--- src/rtl/atten_pkg.sv ---
package atten_pkg;

  typedef enum logic [2:0] {
    ST_IDLE   = 3'd0,
    ST_SETUP  = 3'd1,
    ST_PULSE  = 3'd2,
    ST_HOLD   = 3'd3,
    ST_DIRECT = 3'd4
  } seq_state_t;

  // Width needed to hold values 0..n
  function automatic int cnt_width(input int n);
    int w;
    w = 1;
    while ((1 << w) <= n) w++;
    return w;
  endfunction

endpackage

--- src/rtl/atten_window_timer.sv ---
// Loadable down counter; expired is high while the count is zero.
module atten_window_timer #(
  parameter int CNT_W = 2
) (
  input  logic             clk,
  input  logic             rst_n,
  input  logic             load,
  input  logic [CNT_W-1:0] load_val,
  output logic             expired
);

  logic [CNT_W-1:0] cnt_q;

  always_ff @(posedge clk or negedge rst_n) begin
    if (!rst_n) begin
      cnt_q <= '0;
    end else if (load) begin
      cnt_q <= load_val;
    end else if (cnt_q != '0) begin
      cnt_q <= cnt_q - 1'b1;
    end
  end

  assign expired = (cnt_q == '0);

endmodule

--- src/rtl/atten_seq_fsm.sv ---
// Sequencing of setup, pulse and hold windows plus the direct-mode state.
module atten_seq_fsm
  import atten_pkg::*;
#(
  parameter int SETUP_CYC = 1,
  parameter int PULSE_CYC = 3,
  parameter int HOLD_CYC  = 1,
  parameter int CNT_W     = 2
) (
  input  logic             clk,
  input  logic             rst_n,
  input  logic             req_valid,
  input  logic             mode_sel,
  input  logic             win_expired,
  output logic             req_ready,
  output logic             capture,
  output logic             le_set,
  output logic             le_clr,
  output logic             win_load,
  output logic [CNT_W-1:0] win_val,
  output seq_state_t       state
);

  localparam logic [CNT_W-1:0] SETUP_LD = CNT_W'(SETUP_CYC - 1);
  localparam logic [CNT_W-1:0] PULSE_LD = CNT_W'(PULSE_CYC - 1);
  localparam logic [CNT_W-1:0] HOLD_LD  = CNT_W'(HOLD_CYC - 1);

  seq_state_t state_q, state_d;
  logic       take;

  assign req_ready = (state_q == ST_IDLE) || ((state_q == ST_DIRECT) && mode_sel);
  assign take      = req_valid && req_ready;

  always_comb begin
    state_d  = state_q;
    capture  = 1'b0;
    le_set   = 1'b0;
    le_clr   = 1'b0;
    win_load = 1'b0;
    win_val  = '0;
    unique case (state_q)
      ST_IDLE: begin
        if (mode_sel) begin
          state_d = ST_DIRECT;
          le_set  = 1'b1;
          capture = take;
        end else if (take) begin
          state_d  = ST_SETUP;
          capture  = 1'b1;
          win_load = 1'b1;
          win_val  = SETUP_LD;
        end
      end
      ST_SETUP: begin
        if (win_expired) begin
          state_d  = ST_PULSE;
          le_set   = 1'b1;
          win_load = 1'b1;
          win_val  = PULSE_LD;
        end
      end
      ST_PULSE: begin
        if (win_expired) begin
          state_d  = ST_HOLD;
          le_clr   = 1'b1;
          win_load = 1'b1;
          win_val  = HOLD_LD;
        end
      end
      ST_HOLD: begin
        if (win_expired) begin
          state_d = ST_IDLE;
        end
      end
      ST_DIRECT: begin
        if (!mode_sel) begin
          state_d  = ST_HOLD;
          le_clr   = 1'b1;
          win_load = 1'b1;
          win_val  = HOLD_LD;
        end else begin
          capture = take;
        end
      end
      default: state_d = ST_IDLE;
    endcase
  end

  always_ff @(posedge clk or negedge rst_n) begin
    if (!rst_n) state_q <= ST_IDLE;
    else        state_q <= state_d;
  end

  assign state = state_q;

endmodule

--- src/rtl/atten_bus_reg.sv ---
// Registered control bus and latch-enable line.
module atten_bus_reg #(
  parameter int CODE_W = 5
) (
  input  logic              clk,
  input  logic              rst_n,
  input  logic              capture,
  input  logic [CODE_W-1:0] code_in,
  input  logic              le_set,
  input  logic              le_clr,
  output logic [CODE_W-1:0] bus_out,
  output logic              le_out
);

  always_ff @(posedge clk or negedge rst_n) begin
    if (!rst_n) begin
      bus_out <= '0;
      le_out  <= 1'b0;
    end else begin
      if (capture) bus_out <= code_in;
      if (le_set)      le_out <= 1'b1;
      else if (le_clr) le_out <= 1'b0;
    end
  end

endmodule

--- src/rtl/step_atten_seq.sv ---
module step_atten_seq
  import atten_pkg::*;
#(
  parameter int CODE_W    = 5,
  parameter int SETUP_CYC = 1,
  parameter int PULSE_CYC = 3,
  parameter int HOLD_CYC  = 1
) (
  input  logic              clk,
  input  logic              rst_n,
  input  logic              req_valid,
  output logic              req_ready,
  input  logic [CODE_W-1:0] req_code,
  input  logic              mode_sel,
  output logic [CODE_W-1:0] ctl_code,
  output logic              latch_en
);

  // Each window lasts at least one cycle
  localparam int SETUP_EFF = (SETUP_CYC < 1) ? 1 : SETUP_CYC;
  localparam int PULSE_EFF = (PULSE_CYC < 1) ? 1 : PULSE_CYC;
  localparam int HOLD_EFF  = (HOLD_CYC  < 1) ? 1 : HOLD_CYC;
  localparam int MAX_WIN   = (SETUP_EFF > PULSE_EFF) ?
                             ((SETUP_EFF > HOLD_EFF) ? SETUP_EFF : HOLD_EFF) :
                             ((PULSE_EFF > HOLD_EFF) ? PULSE_EFF : HOLD_EFF);
  localparam int CNT_W     = cnt_width(MAX_WIN);

  logic             capture, le_set, le_clr, win_load, win_expired;
  logic [CNT_W-1:0] win_val;
  seq_state_t       state;

  atten_seq_fsm #(
    .SETUP_CYC (SETUP_EFF),
    .PULSE_CYC (PULSE_EFF),
    .HOLD_CYC  (HOLD_EFF),
    .CNT_W     (CNT_W)
  ) u_fsm (
    .clk         (clk),
    .rst_n       (rst_n),
    .req_valid   (req_valid),
    .mode_sel    (mode_sel),
    .win_expired (win_expired),
    .req_ready   (req_ready),
    .capture     (capture),
    .le_set      (le_set),
    .le_clr      (le_clr),
    .win_load    (win_load),
    .win_val     (win_val),
    .state       (state)
  );

  atten_window_timer #(
    .CNT_W (CNT_W)
  ) u_timer (
    .clk      (clk),
    .rst_n    (rst_n),
    .load     (win_load),
    .load_val (win_val),
    .expired  (win_expired)
  );

  atten_bus_reg #(
    .CODE_W (CODE_W)
  ) u_bus (
    .clk     (clk),
    .rst_n   (rst_n),
    .capture (capture),
    .code_in (req_code),
    .le_set  (le_set),
    .le_clr  (le_clr),
    .bus_out (ctl_code),
    .le_out  (latch_en)
  );

endmodule

--- config.mk ---
export PLATFORM = sky130hd
export DESIGN_NAME = step_atten_seq
export DESIGN_NICKNAME = d
export VERILOG_FILES = /design/src/rtl/atten_pkg.sv /design/src/rtl/atten_window_timer.sv /design/src/rtl/atten_seq_fsm.sv /design/src/rtl/atten_bus_reg.sv /design/src/rtl/step_atten_seq.sv
export SDC_FILE = /design/constraint.sdc
export NUM_CORES = 1
export LEC_CHECK = 0
export BUFFER_PORTS_ARGS = -buffer_cell sky130_fd_sc_hd__buf_2
export CORE_AREA = 2 2 39 41
export CTS_BUF_LIST = sky130_fd_sc_hd__clkbuf_4 sky130_fd_sc_hd__clkbuf_8
export CTS_CLUSTER_DIAMETER = 40
export CTS_CLUSTER_SIZE = 28
export DETAILED_ROUTE_END_ITERATION = 12
export DIE_AREA = 0 0 41 43
export HOLD_SLACK_MARGIN = 0.12
export PLACE_DENSITY = 0.69
export SLEW_MARGIN = 20
export SYNTH_ARGS = -nofsm -noshare
export SYNTH_HDL_FRONTEND = slang
export SYNTH_HIERARCHICAL = 1
export SYNTH_SLANG_ARGS = --single-unit
--- constraint.sdc ---
create_clock -name clk -period 1.75 [get_ports clk]
set_input_delay 0.175 -clock clk [delete_from_list [all_inputs] [get_ports clk]]
set_output_delay 0.175 -clock clk [all_outputs]
set_load 0.005 [all_outputs]
==> out/qor.txt, run 1 <==
Layout Utilization: 0.5127
WHS Endpoint: u_bus/bus_out[2]$_DFFE_PN0P_
Synth area leader: dfrtp_1
Reg power frac: 0.394
Fin. Hold Viols: 0
Cells after synthesis: 55
Cell Int Power: 0.0008138 W
CTS tree: built
Endpoints failing setup: 0
Final clock skew: 0.002731 ns
Synth top area cells: dfrtp_1, mux2_2, and2_1, nand2b_1, o21ai_0
Setup CP Type: reg2reg
Reg2Reg Capture Point: u_timer/cnt_q[1]$_DFFE_PN0P_
First-pass GRT wire length: 1593 µm
RR Startpoint: u_timer/cnt_q[0]$_DFFE_PN0P_
Leak pwr: 0.3347 nW
Reg-to-reg setup timing slack: 0.25 ns
Unrepaired setup endpoints after global routing: false
Final TNS setup: 0 ns
Clk pwr share: 0.151
Max-cap check violation count: 0
H-tree depth: 1
Starting DRT DRC Count: 2
Most instantiated cells after synthesis: dfrtp_1, mux2_2
PwrDens: 1755 mW/mm²
Comb pwr share: 0.455
Worst hold start: req_code[2]
Met2 Use GR: 0.1844
Resize count post-CTS: 0
Tot GR Track Use: 0.1407
Most frequent cell after synthesis: dfrtp_1
Antenna violations before repair: 0
Synthesized net count: 65
Avg Vias per Cell: 4.876
Global routing usage on met1: 0.1723
Grt total ovfl: 0
YS warnings: 6
Top-area cell type share of the netlist area: 0.4691
Switching share of power: 0.3464
Global route hottest layer: met2
Number of synthesized flops with an enable pin: 0
Crit path launch type: flip-flop
Nets: 84
Hold crit path type: in2reg
Critical Path AT: 1.66 ns
Peak VDD IR: 0.7759 mV
Clk_lat worst skew: 0.26 ns
Largest net degree at the start of global routing: 12
CTS Hold Bufs: 1
Synthesized cell area: 586.8 µm²
Routed len/inst: 10.84 µm
Io pins: 16
Design Power: 0.001245 W
DRC: 0
CTS clock-pin slew for the worst setup and hold paths: 0.07 ns
Required time worst endpoint: 1.90 ns
Reg2Reg Depth: 6
Post-route ant nets: 0
Period utilization: 0.8594
Starting Density: 0.4241
Port Buf Inserts: 15
Async SR Flop Fraction: 1.000
Die H: 43 µm
Final GP Congestion: 0.7007
Met3 GRT Util: 0.05236
Fmax: 664.9 MHz
Primary FF master, synth: dfrtp_1
Sequential share of the synthesized area: 0.4691
P&R area growth vs syn: 20.90%
Status: finished clean
Hpwl dp: 707.3 µm
Drt total wl: 965 µm
Core area: 0.001384 mm²
Vias post-DR: 434
Switching pwr: 0.0004313 W
Clk buf depth: 2
Diodes inserted: 0
Avg Inst Size Synth: 10.67 µm²
Clock Sinks: 11
Post-CTS Setup Inserts: 0
#FFs+latches synth: 11
Pre-antenna DRT Iters: 4
Cts bufs inserted: 3
Layout cell share with drive strength beyond 1: 0.4110
Vias in the first global route: 376
Die Span X: 41 µm
FP Rows: 14
DIE AREA: 0.001763 mm²
Max-slew violations: 0
Yosys cell types: 29
Min Clock Period, post-route: 1.504 ns
Root Buffer: clkbuf_4
Hold path depth: 2
Crit. End Element: flip-flop
Critical Path Fanout Max: 4
==> area by class of cell <==
class | count | area (µm²)
timing repair buffer | 17 | 92.59
fill | 135 | 674.4
inverter | 4 | 15.01
clock buffer | 4 | 30.03
multi-input combinational | 37 | 276.5
tap | 16 | 20.02
sequential | 11 | 275.3
==> metrics by stage <==
stage | setup WS, ns | instances | instance area (µm²) | hold slack (ns)
2_1_floorplan | 0.2794 | 55 | 586.8 | -0.1206
3_3_place_gp | 0.2741 | 84 | 669.4 | 0.06064
3_5_place_dp | 0.2567 | 84 | 669.4 | 0.06558
4_1_cts | 0.2409 | 89 | 709.4 | 0.1267
5_1_grt | 0.1309 | 89 | 709.4 | 0.1277
6_report | 0.2461 | 89 | 709.4 | 0.1345
==> worst max-delay path: stages, from the launching register on <==
cell	delay, ns
dfrtp_1	0.40
inv_1	0.06
ha_1	0.21
nand2b_4	0.08
o22ai_1	0.29
or2b_1	0.26
o31a_1	0.10
==> metal layers <==
metal / part of all wire / up-vias / routed length [µm]
li1: - / 221 / -
met1: 0.50 / 200 / 480
met2: 0.44 / 11 / 421
met3: 0.050 / 2 / 48
met4: 0.016 / 0 / 15
met5: 0 / - / 0
==> placed cells by master, fill, tap and decap left out, drive strengths merged, types with 2 or more instances in the layout <==
master / n
clkbuf: 4
nor3: 2
and2: 3
nor2: 3
nand2b: 4
o21ai: 3
inv: 4
buf: 16
dfrtp: 11
mux2: 5
==> state kept, by name, summed over array words and instances (netlist names) <==
name           flops
u_timer/cnt_q      2
u_bus/bus_out      5
u_bus/le_out       1
u_fsm/state        3
==> worst max-delay path by stage <==
| stage | end | cells after the start | from | slack [ns] |
|---|---|---|---|---|
| global route | u_timer/cnt_q[1]$_DFFE_PN0P_ | 6 | u_timer/cnt_q[0]$_DFFE_PN0P_ | 0.13 |
| finish | u_timer/cnt_q[1]$_DFFE_PN0P_ | 6 | u_timer/cnt_q[0]$_DFFE_PN0P_ | 0.25 |
| CTS | u_timer/cnt_q[1]$_DFFE_PN0P_ | 6 | u_timer/cnt_q[0]$_DFFE_PN0P_ | 0.24 |
| global placement | u_timer/cnt_q[1]$_DFFE_PN0P_ | 6 | u_timer/cnt_q[0]$_DFFE_PN0P_ | 0.27 |
| floorplan | u_timer/cnt_q[1]$_DFFE_PN0P_ | 6 | u_timer/cnt_q[0]$_DFFE_PN0P_ | 0.28 |
| detailed placement | u_timer/cnt_q[1]$_DFFE_PN0P_ | 6 | u_timer/cnt_q[0]$_DFFE_PN0P_ | 0.26 |
==> power by group through the flow <==
stage	Combinational [W]	Clock (W)	Sequential (W)
after floorplan	0.000465	0	0.000445
after global placement	0.000564	0	0.000490
after detailed placement	0.000574	0	0.000492
after CTS	0.000577	0.000197	0.000489
after global routing	0.000632	0.000210	0.000504
final	0.000567	0.000188	0.000490
==> cell families (layout without fill, tap and decap cells) <==
group	Yosys count	after routing	synth area share
XOR/XNOR	2	2	0.02986
adder cells (fa/ha/maj)	1	1	0.02132
buffers and inverters	7	25	0.05968
other	1	1	0.006390
flip-flops	11	11	0.4691
AND/OR/NAND/NOR	18	18	0.1962
AO/OA/AOI/OAI	9	9	0.1045
multiplexers	6	6	0.1130
(Power assumes the default switching activity.)
==> run 2: changes to the inputs <==
--- a/config.mk
+++ b/config.mk
@@ -5,6 +5,7 @@
 export SDC_FILE = /design/constraint.sdc
 export NUM_CORES = 1
 export LEC_CHECK = 0
+export ABC_AREA = 1
 export BUFFER_PORTS_ARGS = -buffer_cell sky130_fd_sc_hd__buf_2
 export CORE_AREA = 2 2 39 41
 export CTS_BUF_LIST = sky130_fd_sc_hd__clkbuf_4 sky130_fd_sc_hd__clkbuf_8
@@ -13,7 +14,8 @@
 export DETAILED_ROUTE_END_ITERATION = 12
 export DIE_AREA = 0 0 41 43
 export HOLD_SLACK_MARGIN = 0.12
-export PLACE_DENSITY = 0.69
+export PLACE_DENSITY = 0.68
+export REMOVE_ABC_BUFFERS = 1
 export SLEW_MARGIN = 20
 export SYNTH_ARGS = -nofsm -noshare
 export SYNTH_HDL_FRONTEND = slang
==> run 2 against run 1 <==
Count of clock-buffer cells in the layout did not move. Clock power fell by 3%. Cell area rose by 6.5%.
==> out/qor.txt, run 2 <==
Critical Path AT: 1.64 ns (-0.02 ns)
Comb pwr share: 0.478 (+0.023)
Commonest non-fill, non-tap cell in the layout: nand2_1
Post-CTS Setup Inserts: 0 (unchanged)
Crit path launch type: flip-flop
Clock Sinks: 11 (unchanged)
Switching pwr: 0.0005244 W (+22%)
Crit. End Element: flip-flop
Worst hold start: mode_sel
PwrDens: 1651 mW/mm² (-6.0%)
Reg2Reg Depth: 10 (+4)
Leak pwr: 0.4297 nW (+28%)
RR Startpoint: u_timer/cnt_q[0]$_DFFE_PN0P_
Status: finished clean
Most flops, register: u_bus/bus_out
Max-slew violations: 0 (unchanged)
Final clock skew: 0.003534 ns (+0.0008029 ns)
Tot GR Track Use: 0.1631 (+0.02240)
Yosys cell types: 15 (-48%)
Max-cap check violation count: 0 (unchanged)
Area of the multi-input gates: 250.2 µm² (-9.5%)
Cts bufs inserted: 3 (unchanged)
Reg2Reg Capture Point: u_timer/cnt_q[0]$_DFFE_PN0P_
Resize count post-CTS: 0 (unchanged)
P&R area growth vs syn: 30.74%
H-tree depth: 1 (unchanged)
Clk pwr share: 0.146 (-0.005)
Antenna violations before repair: 0 (unchanged)
Layout cell share with drive strength beyond 1: 0.2353 (-0.1757)
Core area: 0.001384 mm² (unchanged)
Async SR Flop Fraction: 1.000 (unchanged)
Worst Setup SP: u_timer/cnt_q[0]$_DFFE_PN0P_
Clk buf depth: 2 (unchanged)
Period utilization: 0.8542 (-0.005127)
Vias in the first global route: 486 (+29%)
Design Power: 0.001247 W (+0.18%)
Largest net degree at the start of global routing: 12 (unchanged)
Hold path depth: 3 (+1)
Final TNS setup: 0 ns (unchanged)
Crit-path most repeated cell: nand2_1
Cells after synthesis: 78 (+42%)
DRC: 0 (unchanged)
Reg-to-reg setup timing slack: 0.26 ns (about the same)
Required time worst endpoint: 1.90 ns (about the same)
Number of synthesized flops with an enable pin: 0 (unchanged)
Peak VDD IR: 0.7885 mV (+1.6%)
YS warnings: 6 (unchanged)
Fmax: 668.9 MHz (+0.60%)
Register Area: 275.3 µm² (unchanged)
Diodes inserted: 0 (unchanged)
Crit-path cells: inv_1 > ha_1 > nand3_1 > nand2_2 > nor2_2 > nand2_1 > inv_1 > nand2_1 > nand2_1 > nand2_1
Commonest non-fill, non-tap cells in the layout: nand2_1, buf_2, inv_1, dfrtp_1
Fill cell count: 128 (-5.2%)
Clk_lat worst skew: 0.26 ns (about the same)
Starting Density: 0.4177 (-0.006330)
Grt total ovfl: 0 (unchanged)
Avg Inst Size Synth: 7.411 µm² (-31%)
Fin. Hold Viols: 0 (unchanged)
Pre-antenna DRT Iters: 4 (unchanged)
Endpoints failing setup: 0 (unchanged)
Final GP Congestion: 0.7403 (+5.7%)
Hpwl dp: 875.4 µm (+24%)
Routed len/inst: 9.627 µm (-11%)
Primary FF master, synth: dfrtp_1
Avg Vias per Cell: 4.559 (-6.5%)
Die H: 43 µm (unchanged)
Reg power frac: 0.376 (-0.018)
Top-area cell type share of the netlist area: 0.4762 (+0.007107)
Sequential share of the synthesized area: 0.4762 (+0.007107)
CTS Hold Bufs: 6 (+5)
Starting DRT DRC Count: 3 (+1)
FP Rows: 14 (unchanged)
Die Span X: 41 µm (unchanged)
DIE AREA: 0.001763 mm² (unchanged)
WHS Endpoint: u_fsm/state[2]$_DFFE_PN0P_
Min Clock Period, post-route: 1.495 ns (-0.008973 ns)
Max reg flops: 5 (unchanged)
CTS clock-pin slew for the worst setup and hold paths: 0.07 ns (about the same)
Synth top area cells: dfrtp_1, nand2_1, inv_1, nand3_1, o21ai_0
Drt total wl: 1136 µm (+18%)
Synth area leader: dfrtp_1
Switching share of power: 0.4204 (+0.07395)
Most frequent cell after synthesis: nand2_1
Unrepaired setup endpoints after global routing: false
CP peak stage delay: 0.37 ns (-0.03 ns)
#FFs+latches synth: 11 (unchanged)
First-pass GRT wire length: 1863 µm (+17%)
Cell Int Power: 0.0007231 W (-11%)
Synthesized cell area: 578.1 µm² (-1.5%)
Root Buffer: clkbuf_4
CTS tree: built
Most instantiated cells after synthesis: nand2_1, dfrtp_1, inv_1, nand3_1, o21ai_0
Nets: 113 (+35%)
Post-route ant nets: 0 (unchanged)
Crit path max-delay cell type: dfrtp_1
Port Buf Inserts: 15 (unchanged)
Hold crit path type: in2reg
Setup CP Type: reg2reg
Io pins: 16 (unchanged)
Vias post-DR: 538 (+24%)
Critical Path Fanout Max: 6 (+2)
-- run 2: cell types whose count changed in the layout (fill, tap and decap cells not counted), moves of 2 or more --
cell	previous run	this run
and2_1	3	0
dlygate4sd3_1	1	6
inv_1	3	11
mux2_2	5	0
nand2_1	1	30
nand2b_1	3	0
nand3_1	0	6
nand4_1	0	2
nor3_1	2	0
o21ai_0	3	6
-- run 2: final cells by class --
class,instances,share of cell area
Tap cell,16,0.02649
Inverter,12,0.05960
Multi-Input combinational cell,54,0.3311
Sequential cell,11,0.3642
Timing Repair Buffer,21,0.1788
Clock buffer,4,0.03974
-- run 2: how the worst max path moves through the flow --
| stage | cells past startpoint | slack, ns | endpoint |
|---|---|---|---|
| after global placement | 10 | 0.31 | u_timer/cnt_q[0]$_DFFE_PN0P_ |
| after floorplan | 10 | 0.41 | u_timer/cnt_q[0]$_DFFE_PN0P_ |
| after CTS | 10 | 0.25 | u_timer/cnt_q[0]$_DFFE_PN0P_ |
| final | 10 | 0.26 | u_timer/cnt_q[0]$_DFFE_PN0P_ |
| after global routing | 10 | 0.06 | u_timer/cnt_q[0]$_DFFE_PN0P_ |
| after detailed placement | 10 | 0.26 | u_timer/cnt_q[0]$_DFFE_PN0P_ |
-- run 2: routing by layer --
layer  track usage  part of all wire  wire length, µm
met5             0                 0                0
met4        0.1200             0.028               32
met3       0.01571             0.040               45
met2        0.2469              0.49              560
met1        0.2034              0.44              497
-- run 2: logic make-up after synthesis --
kind of cell | count (synthesis) | share of synthesized area
fa+ha+maj | 1 | 0.02164
compound gates | 6 | 0.05195
flops | 11 | 0.4762
buf+inv | 13 | 0.09091
other cells | 1 | 0.006487
simple gates | 46 | 0.3528
-- run 2: stage by stage --
step	setup WS [ns]	util	std cells	instance area, µm²	hold slack [ns]
2_1_floorplan	0.4052	-	77	570.5	-0.1206
6_report	0.2551	0.5461	118	755.7	0.2477
5_1_grt	0.05572	0.5461	118	755.7	0.2719
4_1_cts	0.2455	0.5461	118	755.7	0.2408
3_5_place_dp	0.2582	0.4810	108	665.6	0.05246
3_3_place_gp	0.3118	0.4810	108	665.6	0.05391
-- run 2: power groups by stage --
stage,combinational [W],clock (W),sequential [W]
final,0.000596,0.000183,0.000469
after global routing,0.000694,0.000200,0.000486
after CTS,0.000607,0.000191,0.000469
after detailed placement,0.000596,0,0.000472
after global placement,0.000573,0,0.000469
after floorplan,0.000410,0,0.000468
-- run 2: critical path, delay by kind of cell, from the launching register on --
| family | cells | cell delay [ns] |
|---|---|---|
| adder cells (fa/ha/maj) | 1 | 0.25 |
| buffers and inverters | 2 | 0.15 |
| flip-flops | 1 | 0.37 |
| AND/OR/NAND/NOR | 7 | 0.61 |
==> run 3: changes to the inputs <==
--- a/config.mk
+++ b/config.mk
@@ -6,15 +6,14 @@
 export NUM_CORES = 1
 export LEC_CHECK = 0
 export ABC_AREA = 1
-export BUFFER_PORTS_ARGS = -buffer_cell sky130_fd_sc_hd__buf_2
 export CORE_AREA = 2 2 39 41
 export CTS_BUF_LIST = sky130_fd_sc_hd__clkbuf_4 sky130_fd_sc_hd__clkbuf_8
 export CTS_CLUSTER_DIAMETER = 40
 export CTS_CLUSTER_SIZE = 28
 export DETAILED_ROUTE_END_ITERATION = 12
 export DIE_AREA = 0 0 41 43
+export DONT_BUFFER_PORTS = 1
 export HOLD_SLACK_MARGIN = 0.12
-export PLACE_DENSITY = 0.68
 export REMOVE_ABC_BUFFERS = 1
 export SLEW_MARGIN = 20
 export SYNTH_ARGS = -nofsm -noshare
==> run 3 against run 2 <==
Maximum frequency up 0.47%. Critical path type unchanged. Critical endpoint is now u_timer/cnt_q[1]$_DFFE_PN0P_. Cell count down 13%. Clock skew about the same. Cell area down 9.9%. Worst hold slack worse by 0.11 ns. Total power down 5.5%.
==> out/qor.txt, run 3 (synthesis results as in run 2) <==
Nets: 98 (-13%)
PwrDens: 1733 mW/mm² (+5.0%)
Die Span X: 41 µm (unchanged)
Antenna violations before repair: 0 (unchanged)
Design area: 680.7 µm² (-9.9%)
Layout cell share with drive strength beyond 1: 0.1034 (-0.1318)
Commonest non-fill, non-tap cell in the layout: nand2_1
Worst Setup SP: u_timer/cnt_q[0]$_DFFE_PN0P_
Area of the multi-input gates: 250.2 µm² (unchanged)
CTS clock-pin slew for the worst setup and hold paths: 0.06 ns (about the same)
RR Startpoint: u_timer/cnt_q[0]$_DFFE_PN0P_
DRC: 0 (unchanged)
Fill cell count: 138 (+7.8%)
Critical Path AT: 1.63 ns (about the same)
Endpoints failing setup: 0 (unchanged)
Register Area: 275.3 µm² (unchanged)
Starting DRT DRC Count: 7 (+4)
Starting Density: 0.4177 (unchanged)
Final GP Congestion: 0.7405 (about the same)
Hold crit path type: in2reg
Max-slew violations: 0 (unchanged)
Tot GR Track Use: 0.1531 (-0.009942)
Final TNS setup: 0 ns (unchanged)
Cts bufs inserted: 3 (unchanged)
Post-Place Cells: 93 (-14%)
Reg2Reg Depth: 10 (unchanged)
Grt total ovfl: 0 (unchanged)
DIE AREA: 0.001763 mm² (unchanged)
Design Power: 0.001179 W (-5.5%)
Setup CP Type: reg2reg
Routed len/inst: 10.18 µm (+5.8%)
Min Clock Period, post-route: 1.488 ns (-0.006948 ns)
Post-route ant nets: 0 (unchanged)
Drt total wl: 1049 µm (-7.7%)
Largest net degree at the start of global routing: 12 (unchanged)
Clk_lat worst skew: 0.26 ns (about the same)
Max-cap check violation count: 0 (unchanged)
Required time worst endpoint: 1.90 ns (about the same)
Most flops, register: u_bus/bus_out
Hpwl dp: 818.5 µm (-6.5%)
Critical Path Fanout Max: 6 (unchanged)
Vias post-DR: 502 (-6.7%)
H-tree depth: 1 (unchanged)
P&R area growth vs syn: 17.75%
Core area: 0.001384 mm² (unchanged)
Pre-antenna DRT Iters: 3 (-1)
Root Buffer: clkbuf_4
Layout Utilization: 0.4919 (-0.05425)
Vias in the first global route: 453 (-6.8%)
Period utilization: 0.8503 (-0.003970)
CTS tree: built
Crit path launch type: flip-flop
Leak pwr: 0.3690 nW (-14%)
Diodes inserted: 0 (unchanged)
Placed Area: 590.6 µm² (-11%)
Hold path depth: 2 (-1)
Io pins: 16 (unchanged)
Clk buf depth: 2 (unchanged)
Non-Filler Instances: 103 (-13%)
Final clock skew: 0.003382 ns (-0.0001517 ns)
Status: finished clean
Clock Sinks: 11 (unchanged)
Die H: 43 µm (unchanged)
Fin. Hold Viols: 0 (unchanged)
First-pass GRT wire length: 1752 µm (-6.0%)
FP Rows: 14 (unchanged)
Fmax: 672.1 MHz (+0.47%)
Avg Vias per Cell: 4.874 (+6.9%)
Max reg flops: 5 (unchanged)
Peak VDD IR: 0.7725 mV (-2.0%)
Crit. End Element: flip-flop
Worst hold start: mode_sel
Port Buf Inserts: 0 (-15)
Commonest non-fill, non-tap cells in the layout: nand2_1, inv_1, dfrtp_1
Reg-to-reg setup timing slack: 0.26 ns (about the same)
Unrepaired setup endpoints after global routing: false
-- run 3: layout make-up --
cell class | count | share of cell area
clock buffer | 4 | 0.04412
multi-input combinational | 54 | 0.3676
inverter | 12 | 0.06618
timing repair buffer | 6 | 0.08824
tap | 16 | 0.02941
sequential | 11 | 0.4044
-- run 3: critical path, cell delays in order, from the launching register on --
cell and delay, ns:
dfrtp_1 0.35, inv_1 0.05, ha_1 0.26, nand3_1 0.12
nand2_2 0.07, nor2_2 0.12, nand2_1 0.11, inv_1 0.11
nand2_1 0.07, nand2_1 0.07, nand2_1 0.06
-- run 3: repair_timing --
item | in CTS | in global routing
hold buffers | 6 | 0
setup buffers | 0 | 0
gates resized for setup | 0 | 0
hold endpoints to repair | 16 | 0
-- run 3: through the flow --
step	worst slack, ns	hold slack, ns
global route	0.1125	0.1419
finish	0.2620	0.1382
CTS	0.2486	0.1302
global placement	0.2970	-0.1204
floorplan	0.4052	-0.1206
detailed placement	0.2586	-0.1204
-- run 3: report_power, final --
part	internal [W]	switching [W]	leakage, nW
clock network	0.000103	0.0000744	0.0184
registers	0.000378	0.000107	0.135
logic	0.000185	0.000331	0.216
-- run 3: per-layer routing --
metal  GRT usage  share of wire
met5           0              0
met2      0.2281           0.50
met3     0.03665          0.028
met4      0.1200          0.014
met1      0.1771           0.46
-- run 3: final timing paths --
check                                                to
hold / removal               u_fsm/state[2]$_DFFE_PN0P_
setup / recovery           u_timer/cnt_q[1]$_DFFE_PN0P_
min in group asynchronous    u_fsm/state[1]$_DFFE_PN0P_
max in group asynchronous  u_bus/bus_out[4]$_DFFE_PN0P_
setup reg to reg           u_timer/cnt_q[1]$_DFFE_PN0P_
hold reg to reg            u_bus/bus_out[4]$_DFFE_PN0P_
